==> src/rtl/gpio_port_pkg.sv <==
package gpio_port_pkg;
    localparam int PORT_W = 8;
    localparam int ADDR_W = 3;

    typedef enum logic [ADDR_W-1:0] {
        RA_DOUT   = 3'd0,
        RA_DIR    = 3'd1,
        RA_ALTEN  = 3'd2,
        RA_ALTSEL = 3'd3,
        RA_FAST   = 3'd4,
        RA_PULL   = 3'd5,
        RA_PINS   = 3'd6
    } reg_addr_e;
endpackage

==> src/rtl/gpio_in_sync.sv <==
module gpio_in_sync #(
    parameter int W = 8
) (
    input  logic         clk,
    input  logic         rst_n,
    input  logic [W-1:0] raw_i,
    output logic [W-1:0] sync_o
);
    typedef struct packed {
        logic [W-1:0] s1;
        logic [W-1:0] s2;
    } sync_t;

    sync_t st_d, st_q;

    always_comb begin
        st_d.s1 = raw_i;
        st_d.s2 = st_q.s1;
    end

    always_ff @(posedge clk or negedge rst_n) begin
        if (!rst_n) st_q <= '0;
        else        st_q <= st_d;
    end

    assign sync_o = st_q.s2;
endmodule

==> src/rtl/gpio_regfile.sv <==
module gpio_regfile
    import gpio_port_pkg::*;
#(
    parameter int W = PORT_W
) (
    input  logic              clk,
    input  logic              rst_n,
    input  logic [ADDR_W-1:0] addr_i,
    input  logic [W-1:0]      wdata_i,
    input  logic              we_i,
    input  logic [W-1:0]      pins_i,
    output logic [W-1:0]      rdata_o,
    output logic [W-1:0]      dout_o,
    output logic [W-1:0]      dir_o,
    output logic [W-1:0]      alten_o,
    output logic [W-1:0]      altsel_o,
    output logic [W-1:0]      fast_o,
    output logic [W-1:0]      pull_o
);
    typedef struct packed {
        logic [W-1:0] dout;
        logic [W-1:0] dir;
        logic [W-1:0] alten;
        logic [W-1:0] altsel;
        logic [W-1:0] fast;
        logic [W-1:0] pull;
    } cfg_t;

    cfg_t cfg_d, cfg_q;

    always_comb begin
        cfg_d = cfg_q;
        if (we_i) begin
            case (addr_i)
                RA_DOUT:   cfg_d.dout   = wdata_i;
                RA_DIR:    cfg_d.dir    = wdata_i;
                RA_ALTEN:  cfg_d.alten  = wdata_i;
                RA_ALTSEL: cfg_d.altsel = wdata_i;
                RA_FAST:   cfg_d.fast   = wdata_i;
                RA_PULL:   cfg_d.pull   = wdata_i;
                default:   ;
            endcase
        end
    end

    always_ff @(posedge clk or negedge rst_n) begin
        if (!rst_n) cfg_q <= '0;
        else        cfg_q <= cfg_d;
    end

    always_comb begin
        case (addr_i)
            RA_DOUT:   rdata_o = cfg_q.dout;
            RA_DIR:    rdata_o = cfg_q.dir;
            RA_ALTEN:  rdata_o = cfg_q.alten;
            RA_ALTSEL: rdata_o = cfg_q.altsel;
            RA_FAST:   rdata_o = cfg_q.fast;
            RA_PULL:   rdata_o = cfg_q.pull;
            RA_PINS:   rdata_o = pins_i;
            default:   rdata_o = '0;
        endcase
    end

    assign dout_o   = cfg_q.dout;
    assign dir_o    = cfg_q.dir;
    assign alten_o  = cfg_q.alten;
    assign altsel_o = cfg_q.altsel;
    assign fast_o   = cfg_q.fast;
    assign pull_o   = cfg_q.pull;
endmodule

==> src/rtl/gpio_pin_mux.sv <==
module gpio_pin_mux #(
    parameter int W = 8
) (
    input  logic [W-1:0] dout_i,
    input  logic [W-1:0] dir_i,
    input  logic [W-1:0] alten_i,
    input  logic [W-1:0] altsel_i,
    input  logic [W-1:0] a_out_i,
    input  logic [W-1:0] a_oe_i,
    input  logic [W-1:0] b_out_i,
    input  logic [W-1:0] b_oe_i,
    output logic [W-1:0] out_o,
    output logic [W-1:0] oe_o
);
    for (genvar p = 0; p < W; p++) begin : g_pin
        logic per_out, per_oe;
        always_comb begin
            per_out = altsel_i[p] ? b_out_i[p] : a_out_i[p];
            per_oe  = altsel_i[p] ? b_oe_i[p]  : a_oe_i[p];
            out_o[p] = alten_i[p] ? per_out : dout_i[p];
            oe_o[p]  = alten_i[p] ? per_oe  : dir_i[p];
        end
    end
endmodule

==> src/rtl/gpio_port_mux.sv <==
module gpio_port_mux
    import gpio_port_pkg::*;
#(
    parameter int NPINS = PORT_W
) (
    input  logic              clk,
    input  logic              rst_n,
    input  logic [ADDR_W-1:0] bus_addr,
    input  logic [NPINS-1:0]  bus_wdata,
    input  logic              bus_we,
    output logic [NPINS-1:0]  bus_rdata,
    input  logic [NPINS-1:0]  pin_in,
    input  logic [NPINS-1:0]  periph_a_out,
    input  logic [NPINS-1:0]  periph_a_oe,
    input  logic [NPINS-1:0]  periph_b_out,
    input  logic [NPINS-1:0]  periph_b_oe,
    output logic [NPINS-1:0]  pad_out,
    output logic [NPINS-1:0]  pad_oe,
    output logic [NPINS-1:0]  pad_fast,
    output logic [NPINS-1:0]  pad_pullup
);
    logic [NPINS-1:0] cfg_dout, cfg_dir, cfg_alten, cfg_altsel;
    logic [NPINS-1:0] cfg_fast, cfg_pull, pin_sync;

    gpio_in_sync #(.W(NPINS)) u_sync (
        .clk(clk), .rst_n(rst_n), .raw_i(pin_in), .sync_o(pin_sync)
    );

    gpio_regfile #(.W(NPINS)) u_regs (
        .clk(clk), .rst_n(rst_n), .addr_i(bus_addr), .wdata_i(bus_wdata),
        .we_i(bus_we), .pins_i(pin_sync), .rdata_o(bus_rdata),
        .dout_o(cfg_dout), .dir_o(cfg_dir), .alten_o(cfg_alten),
        .altsel_o(cfg_altsel), .fast_o(cfg_fast), .pull_o(cfg_pull)
    );

    gpio_pin_mux #(.W(NPINS)) u_mux (
        .dout_i(cfg_dout), .dir_i(cfg_dir), .alten_i(cfg_alten),
        .altsel_i(cfg_altsel), .a_out_i(periph_a_out), .a_oe_i(periph_a_oe),
        .b_out_i(periph_b_out), .b_oe_i(periph_b_oe),
        .out_o(pad_out), .oe_o(pad_oe)
    );

    assign pad_fast   = cfg_fast;
    assign pad_pullup = cfg_pull;
endmodule

==> config.mk <==
export PLATFORM = sky130hd
export DESIGN_NAME = gpio_port_mux
export DESIGN_NICKNAME = d
export VERILOG_FILES = /design/src/rtl/gpio_port_pkg.sv /design/src/rtl/gpio_in_sync.sv /design/src/rtl/gpio_regfile.sv /design/src/rtl/gpio_pin_mux.sv /design/src/rtl/gpio_port_mux.sv
export SDC_FILE = /design/constraint.sdc
export NUM_CORES = 1
export LEC_CHECK = 0
export BUFFER_PORTS_ARGS = -buffer_cell sky130_fd_sc_hd__buf_2
export CAP_MARGIN = 10
export CORE_ASPECT_RATIO = 0.7
export CORE_UTILIZATION = 55
export CTS_CLUSTER_DIAMETER = 60
export DETAILED_ROUTE_END_ITERATION = 10
export PLACE_DENSITY = 0.85
export SLEW_MARGIN = 20
export SYNTH_ARGS = -nofsm -noshare
export SYNTH_HDL_FRONTEND = slang
export SYNTH_SLANG_ARGS = --single-unit
==> constraint.sdc <==
create_clock -name clk -period 3.6 [get_ports clk]
set_clock_uncertainty 0.15 [all_clocks]
set_input_delay 0.72 -clock clk [delete_from_list [all_inputs] [get_ports clk]]
set_output_delay 0.72 -clock clk [all_outputs]
set_load 0.01 [all_outputs]
==> run_summary.xml, run 1 <==
<?xml version="1.0" encoding="UTF-8"?>
<metrics>
  <group name="outcome">
    <metric name="run_status" unit="">finished clean</metric>
  </group>
  <group name="setup_path">
    <metric name="cpPeakStageDelay" unit="ns">0.46</metric>
    <metric name="critPathSlowestCell" unit="">sky130_fd_sc_hd__buf_2</metric>
    <metric name="worst_ep_arrival_time" unit="ns">2.19</metric>
    <metric name="worstPathBufferInverterCount" unit="">2</metric>
    <metric name="timing.reg2reg.setup_slack" unit="ns">2.60</metric>
    <metric name="crit_top_cell" unit="">sky130_fd_sc_hd__buf_2</metric>
    <metric name="critical_path_startpoint_category" unit="">input pin</metric>
    <metric name="critical_path.max_fanout" unit="">27</metric>
    <metric name="worst-endpoint-required" unit="ns">2.73</metric>
    <metric name="critical_path.endpoint_type" unit="">output port</metric>
    <metric name="worstPathCellList" unit="">buf_2, and3b_1, a222oi_1, o31ai_1, buf_2</metric>
    <metric name="timing.critical_path.max_delay_family" unit="">buffers and inverters</metric>
    <metric name="timing_worst_setup_path_type" unit="">input pin to output port</metric>
  </group>
  <group name="clocking">
    <metric name="ctsResizeCount" unit="">0</metric>
    <metric name="clkSinkCount" unit="">64</metric>
    <metric name="clk_root_buffer_cell" unit="">sky130_fd_sc_hd__clkbuf_8</metric>
    <metric name="clock_tree_from_tritoncts" unit="">built</metric>
    <metric name="numCtsBuffers" unit="">9</metric>
    <metric name="htreeDepth" unit="">3</metric>
    <metric name="cts_setup_buffers" unit="">0</metric>
    <metric name="clk_pin_slew" unit="ns">0.06</metric>
    <metric name="clk-insertion-delay-late" unit="ns">0.34</metric>
    <metric name="post_cts_hold_buffer_count" unit="">0</metric>
    <metric name="clockBufferDepth" unit="">2</metric>
  </group>
  <group name="final_layout">
    <metric name="antenna-diode-count" unit="">0</metric>
    <metric name="finalNetCount" unit="">383</metric>
    <metric name="num-fill-cells" unit="">396</metric>
    <metric name="layout.core_utilization" unit="">0.707</metric>
    <metric name="layout-area-overhead-vs-synth" unit="%">22.4</metric>
    <metric name="final_layout_size_suffix_gt1_frac" unit="">0.512</metric>
  </group>
  <group name="pwr">
    <metric name="internal-power" unit="mW">1.43</metric>
    <metric name="leakage_power_figure" unit="nW">1.78</metric>
    <metric name="power_density" unit="nW/um2">546</metric>
    <metric name="power.share.clock" unit="">0.267</metric>
    <metric name="power.share.sequential" unit="">0.480</metric>
    <metric name="combinationalPowerShare" unit="">0.253</metric>
    <metric name="net-switching-power" unit="mW">0.613</metric>
    <metric name="swShare" unit="">0.300</metric>
    <metric name="irDropWorstVdd" unit="mV">0.305</metric>
    <metric name="p_total" unit="mW">2.04</metric>
  </group>
  <group name="sta">
    <metric name="min_period" unit="ns">3.06</metric>
    <metric name="max_freq" unit="GHz">0.327</metric>
    <metric name="final_max_slew_viol_count" unit="">0</metric>
    <metric name="finalSetupTns" unit="ns">0</metric>
    <metric name="finalSetupViolations" unit="">0</metric>
    <metric name="worstMarginPinSlew" unit="ns">0.845</metric>
    <metric name="post-route-worst-setup-slack" unit="ns">0.544</metric>
    <metric name="report.final.hold_viol_count" unit="">0</metric>
    <metric name="holdWs" unit="ns">0.201</metric>
    <metric name="rsz0062_at_grt" unit="">false</metric>
    <metric name="max-slew-margin-rel" unit="">0.437</metric>
    <metric name="layout_worst_path_cycle_share" unit="">0.849</metric>
  </group>
  <group name="detailed_routing">
    <metric name="postRouteWirelength" unit="mm">6.92</metric>
    <metric name="antenna_violating_nets_post_route" unit="">0</metric>
    <metric name="detail_route.wl_per_cell" unit="um">17.1</metric>
    <metric name="drt_first_iter_violations" unit="">201</metric>
    <metric name="drt_pre_antenna_iters" unit="">5</metric>
    <metric name="route.detailed.vias_per_inst" unit="">5.72</metric>
    <metric name="remaining_drc_errors" unit="">0</metric>
    <metric name="via_count" unit="">2311</metric>
  </group>
  <group name="global_routing">
    <metric name="grt_first_pass_wirelength" unit="mm">11.4</metric>
    <metric name="gr-total-overflow" unit="">0</metric>
    <metric name="pin_count_of_the_biggest_net_entering_global_routing" unit="">39</metric>
    <metric name="number_of_global_route_vias_before_repair" unit="">2241</metric>
    <metric name="grt_antenna_before_repair" unit="">0</metric>
    <metric name="grt.total_usage" unit="">0.265</metric>
  </group>
  <group name="yosys">
    <metric name="synth_top_family_by_area" unit="">multiplexers</metric>
    <metric name="synth_top_cells_by_area" unit="">sky130_fd_sc_hd__dfrtp_1, sky130_fd_sc_hd__mux2_2, sky130_fd_sc_hd__mux2i_1, sky130_fd_sc_hd__a21oi_1, sky130_fd_sc_hd__nor2_1</metric>
    <metric name="synth_cell_types" unit="">38</metric>
    <metric name="post_synth_most_frequent_cells" unit="">sky130_fd_sc_hd__dfrtp_1, sky130_fd_sc_hd__mux2_2, sky130_fd_sc_hd__mux2i_1</metric>
    <metric name="synth_enable_flop_cells" unit="">0</metric>
    <metric name="fraction_of_the_mapped_netlist_area_in_compound_gates" unit="">0.0946</metric>
    <metric name="post_synthesis_share_of_cell_area_spent_on_and_or_nand_and_nor_gates" unit="">0.0807</metric>
    <metric name="synth.cell_area" unit="um2">3050</metric>
    <metric name="netlist.top_cell.by_area" unit="">sky130_fd_sc_hd__dfrtp_1</metric>
    <metric name="synth_adder_area_share" unit="">0</metric>
    <metric name="synthMostInstantiatedCell" unit="">sky130_fd_sc_hd__dfrtp_1</metric>
    <metric name="postSynthCellCount" unit="">232</metric>
    <metric name="yosys_warnings" unit="">0</metric>
    <metric name="async_reset_ff_frac" unit="">1.00</metric>
    <metric name="synth.area.mux_share" unit="">0.279</metric>
    <metric name="synth_seq_cells" unit="">64</metric>
    <metric name="synth_top_flop_cell" unit="">sky130_fd_sc_hd__dfrtp_1</metric>
    <metric name="seq_area_frac_synth" unit="">0.524</metric>
    <metric name="post_synth_xor_area_fraction" unit="">0</metric>
    <metric name="post-synth-top-area-fraction" unit="">0.524</metric>
    <metric name="synth_nets" unit="">286</metric>
    <metric name="syn_area_per_cell" unit="um2">13.2</metric>
  </group>
  <group name="die">
    <metric name="dieWidth" unit="um">91.1</metric>
    <metric name="std_cell_rows" unit="">22</metric>
    <metric name="dieHeight" unit="um">64.3</metric>
    <metric name="die-area" unit="um2">5860</metric>
    <metric name="core" unit="um2">5290</metric>
    <metric name="initial_core_util" unit="">0.578</metric>
    <metric name="io-pin-count" unit="">94</metric>
  </group>
  <group name="min_path">
    <metric name="worst_hold_path_type" unit="">flip-flop to flip-flop</metric>
  </group>
  <group name="placed_design">
    <metric name="input_output_buffers" unit="">93</metric>
    <metric name="gp_congestion" unit="">0.790</metric>
    <metric name="dp_slack" unit="ns">0.541</metric>
    <metric name="place.detailed.hpwl" unit="mm">4.91</metric>
  </group>
  <group name="flow_run">
    <metric name="cap_violations" unit="">0</metric>
  </group>
</metrics>
area by class of cell:
| cell class | instances | area [um2] | share of cell area |
|---|---|---|---|
| sequential | 64 | 1600 | 0.428 |
| multi-input combinational | 157 | 1390 | 0.371 |
| tap | 72 | 90.1 | 0.0241 |
| inverter | 2 | 7.51 | 0.00201 |
| clock buffer | 14 | 173 | 0.0462 |
| timing repair buffer | 95 | 480 | 0.129 |
final timing paths:
kind,from,endpoint,cells past startpoint
max reg2reg,u_regs.altsel_o[2],u_regs.altsel_o[2],1
max,bus_addr[1],bus_rdata[0],5
min in group asynchronous,rst_n,u_regs.alten_o[3],1
max in group asynchronous,rst_n,u_regs.altsel_o[7],2
min reg2reg,u_sync.st_d[4],u_sync.sync_o[4],0
min,u_sync.st_d[4],u_sync.sync_o[4],0
kinds of logic (layout without fill, tap and decap cells):
| kind of cell | count (synthesis) | count (layout) |
|---|---|---|
| flops | 64 | 64 |
| mux | 77 | 77 |
| simple gates | 37 | 37 |
| buf+inv | 11 | 111 |
| compound gates | 43 | 43 |
registers in the layout, summed over array words and instances, names as in the netlist:
name             flops
u_regs.alten_o       8
u_regs.dir_o         8
u_sync.st_d          8
u_regs.fast_o        8
u_regs.pull_o        8
u_regs.altsel_o      8
u_regs.dout_o        8
u_sync.sync_o        8
routing by layer:
layer  part of all wire  global-route usage
met1               0.46               0.363
met2               0.46               0.407
met3              0.081              0.0905
met4             0.0068              0.0694
met5                  0                   0
through the flow:
stage	instance area [um2]	instances
floorplan	3050	232
global placement	3570	390
detailed placement	3570	390
CTS	3740	404
global route	3740	404
finish	3740	404
cells in the final DEF (no fill, tap or decap), types with 2 or more instances in the layout:
cell	synthesis	final
sky130_fd_sc_hd__a211oi_1	5	5
sky130_fd_sc_hd__a21boi_0	4	4
sky130_fd_sc_hd__a21oi_1	18	18
sky130_fd_sc_hd__a222oi_1	3	3
sky130_fd_sc_hd__a32oi_1	2	2
sky130_fd_sc_hd__and3_1	2	2
sky130_fd_sc_hd__and3b_1	4	4
sky130_fd_sc_hd__buf_2	2	93
sky130_fd_sc_hd__buf_4	4	2
sky130_fd_sc_hd__clkbuf_1	1	2
sky130_fd_sc_hd__clkbuf_8	0	12
sky130_fd_sc_hd__dfrtp_1	64	64
sky130_fd_sc_hd__mux2_2	53	53
sky130_fd_sc_hd__mux2i_1	22	22
sky130_fd_sc_hd__nor2_1	17	17
sky130_fd_sc_hd__nor2b_1	4	4
sky130_fd_sc_hd__nor3_4	2	2
sky130_fd_sc_hd__o211ai_1	2	2
sky130_fd_sc_hd__o31ai_1	3	3
power groups by stage:
stage                     Sequential [mW]  Clock [mW]  Combinational, mW
after CTS                           0.978       0.554              0.521
after detailed placement            0.990           0              0.519
after floorplan                     0.970           0              0.314
final                               0.979       0.546              0.516
after global placement              0.983           0              0.504
after global routing                 1.00       0.592              0.569
Power figures use the tool's default switching activity.
==> run 2: changes to the inputs <==
CORE_UTILIZATION = 51   (was 55)
PLACE_DENSITY = 0.8   (was 0.85)
clock period = 3.08 ns   (was 3.6 ns; I/O delays follow)
==> run 2 against run 1 <==
Net effect:
- combinational power rose by 18%
- die area rose by 7.6%
- hold slack got worse by 0.0026 ns
- sequential power grew 16%
- global-route usage shrank 1.6 points
- first-iteration DRC count down 6.5%
- critical path depth unchanged
- wire length up 0.62%
- critical path type unchanged
==> run_summary.xml, run 2 (same netlist as run 1, synthesis figures left out) <==
<?xml version="1.0" encoding="UTF-8"?>
<metrics>
  <group name="outcome">
    <metric name="run_status" unit="">finished clean</metric>
  </group>
  <group name="detailed_routing">
    <metric name="postRouteWirelength" unit="mm">6.96</metric>
    <metric name="drt_first_iter_violations" unit="">188</metric>
    <metric name="via_count" unit="">2288</metric>
    <metric name="detail_route.wl_per_cell" unit="um">16.9</metric>
    <metric name="drt_pre_antenna_iters" unit="">6</metric>
    <metric name="route.detailed.vias_per_inst" unit="">5.55</metric>
    <metric name="remaining_drc_errors" unit="">0</metric>
    <metric name="antenna_violating_nets_post_route" unit="">0</metric>
  </group>
  <group name="pwr">
    <metric name="leakage_power_figure" unit="nW">1.81</metric>
    <metric name="p_total" unit="mW">2.47</metric>
    <metric name="power_density" unit="nW/um2">650</metric>
    <metric name="irDropWorstVdd" unit="mV">0.364</metric>
  </group>
  <group name="die">
    <metric name="core" unit="um2">5760</metric>
    <metric name="std_cell_rows" unit="">23</metric>
    <metric name="io-pin-count" unit="">94</metric>
    <metric name="die-area" unit="um2">6310</metric>
    <metric name="initial_core_util" unit="">0.531</metric>
    <metric name="dieHeight" unit="um">66.7</metric>
    <metric name="dieWidth" unit="um">94.5</metric>
  </group>
  <group name="final_layout">
    <metric name="finalNetCount" unit="">386</metric>
    <metric name="layout_common_cells" unit="">sky130_fd_sc_hd__buf_2, sky130_fd_sc_hd__dfrtp_1, sky130_fd_sc_hd__mux2_2</metric>
    <metric name="antenna-diode-count" unit="">0</metric>
    <metric name="instances_no_fill" unit="">412</metric>
    <metric name="layout_commonest_cell" unit="">sky130_fd_sc_hd__buf_2</metric>
    <metric name="final_layout_size_suffix_gt1_frac" unit="">0.519</metric>
    <metric name="layout-area-overhead-vs-synth" unit="%">24.1</metric>
    <metric name="num-fill-cells" unit="">475</metric>
  </group>
  <group name="sta">
    <metric name="worstMarginPinSlew" unit="ns">0.875</metric>
    <metric name="finalSetupViolations" unit="">0</metric>
    <metric name="min_period" unit="ns">2.75</metric>
    <metric name="rsz0062_at_grt" unit="">false</metric>
    <metric name="finalSetupTns" unit="ns">0</metric>
    <metric name="final_max_slew_viol_count" unit="">0</metric>
    <metric name="report.final.hold_viol_count" unit="">0</metric>
    <metric name="holdWs" unit="ns">0.199</metric>
    <metric name="max_freq" unit="GHz">0.364</metric>
    <metric name="layout_worst_path_cycle_share" unit="">0.892</metric>
    <metric name="max-slew-margin-rel" unit="">0.417</metric>
    <metric name="post-route-worst-setup-slack" unit="ns">0.334</metric>
  </group>
  <group name="global_routing">
    <metric name="number_of_global_route_vias_before_repair" unit="">2260</metric>
    <metric name="grt_antenna_before_repair" unit="">0</metric>
    <metric name="gr-total-overflow" unit="">0</metric>
    <metric name="grt_first_pass_wirelength" unit="mm">11.2</metric>
    <metric name="pin_count_of_the_biggest_net_entering_global_routing" unit="">41</metric>
    <metric name="grt.total_usage" unit="">0.249</metric>
  </group>
  <group name="setup_path">
    <metric name="worst-endpoint-required" unit="ns">2.31</metric>
    <metric name="critical_path_startpoint_category" unit="">input pin</metric>
    <metric name="critical_path.endpoint_type" unit="">output port</metric>
    <metric name="worst_ep_arrival_time" unit="ns">1.98</metric>
    <metric name="timing_worst_setup_path_type" unit="">input pin to output port</metric>
    <metric name="cp-startpoint" unit="">bus_addr[1]</metric>
    <metric name="critical_path.max_fanout" unit="">21</metric>
    <metric name="r2r-start" unit="">u_regs.altsel_o[6]</metric>
  </group>
  <group name="placed_design">
    <metric name="placed_cells" unit="">396</metric>
    <metric name="place.detailed.hpwl" unit="mm">4.93</metric>
    <metric name="gp_congestion" unit="">0.799</metric>
    <metric name="dp_slack" unit="ns">0.360</metric>
    <metric name="input_output_buffers" unit="">93</metric>
  </group>
  <group name="clocking">
    <metric name="numCtsBuffers" unit="">9</metric>
    <metric name="clockBufferDepth" unit="">2</metric>
    <metric name="clk_pin_slew" unit="ns">0.06</metric>
    <metric name="clkSinkCount" unit="">64</metric>
    <metric name="clk_root_buffer_cell" unit="">sky130_fd_sc_hd__clkbuf_8</metric>
    <metric name="clk-insertion-delay-late" unit="ns">0.34</metric>
    <metric name="cts_setup_buffers" unit="">0</metric>
    <metric name="ctsResizeCount" unit="">0</metric>
    <metric name="post_cts_hold_buffer_count" unit="">0</metric>
    <metric name="htreeDepth" unit="">3</metric>
    <metric name="clock_tree_from_tritoncts" unit="">built</metric>
  </group>
  <group name="min_path">
    <metric name="hold_path.startpoint" unit="">u_sync.st_d[1]</metric>
    <metric name="worst_hold_path_type" unit="">flip-flop to flip-flop</metric>
  </group>
  <group name="flow_run">
    <metric name="cap_violations" unit="">0</metric>
  </group>
</metrics>
-- run 2: cell count changes in the layout (fill, tap and decap cells not counted) --
cell	previous run	this run
sky130_fd_sc_hd__clkbuf_8	12	11
sky130_fd_sc_hd__buf_4	2	5
sky130_fd_sc_hd__clkinv_2	0	2
sky130_fd_sc_hd__bufinv_16	0	1
-- run 2: layout make-up --
type / count / area (um2) / area share
Sequential cell: 64 / 1600 / 0.422
Multi-Input combinational cell: 157 / 1390 / 0.366
Timing Repair Buffer: 98 / 503 / 0.133
Clock buffer: 13 / 159 / 0.0419
Tap cell: 75 / 93.8 / 0.0248
Clock inverter: 3 / 40.0 / 0.0106
Inverter: 2 / 7.51 / 0.00198
-- run 2: per-stage QoR --
stage | instance area, um2 | util
CTS | 3790 | 0.659
global placement | 3590 | 0.624
finish | 3790 | 0.659
floorplan | 3050 | -
detailed placement | 3590 | 0.624
global route | 3790 | 0.659
-- run 2: routing by layer --
| metal | GRT usage | wire [um] |
|---|---|---|
| met1 | 0.333 | 3210 |
| met2 | 0.377 | 3090 |
| met3 | 0.0833 | 550 |
| met4 | 0.0928 | 106 |
| met5 | 0 | 0 |
-- run 2: path summary, 6_finish.rpt --
| kind | end | slack [ns] | depth (start not counted) |
|---|---|---|---|
| worst min register to register | u_sync.sync_o[1] | 0.20 | 0 |
| worst max-delay path | bus_rdata[0] | 0.33 | 5 |
| min in group asynchronous | u_regs.altsel_o[2] | 0.24 | 1 |
| worst max register to register | u_regs.altsel_o[6] | 2.09 | 1 |
| max in group asynchronous | u_regs.dir_o[6] | 1.81 | 2 |
| worst min-delay path | u_sync.sync_o[1] | 0.20 | 0 |
-- run 2: critical path, stage by stage --
cell and delay (ns):
sky130_fd_sc_hd__buf_2 0.38, sky130_fd_sc_hd__and3b_1 0.30, sky130_fd_sc_hd__a222oi_1 0.38, sky130_fd_sc_hd__o31ai_1 0.13, sky130_fd_sc_hd__buf_2 0.16
-- run 2: power breakdown --
part           switching, mW  internal (mW)  leakage, nW
Sequential             0.149          0.991        0.762
Clock                  0.303          0.416        0.103
Combinational          0.276          0.331        0.946
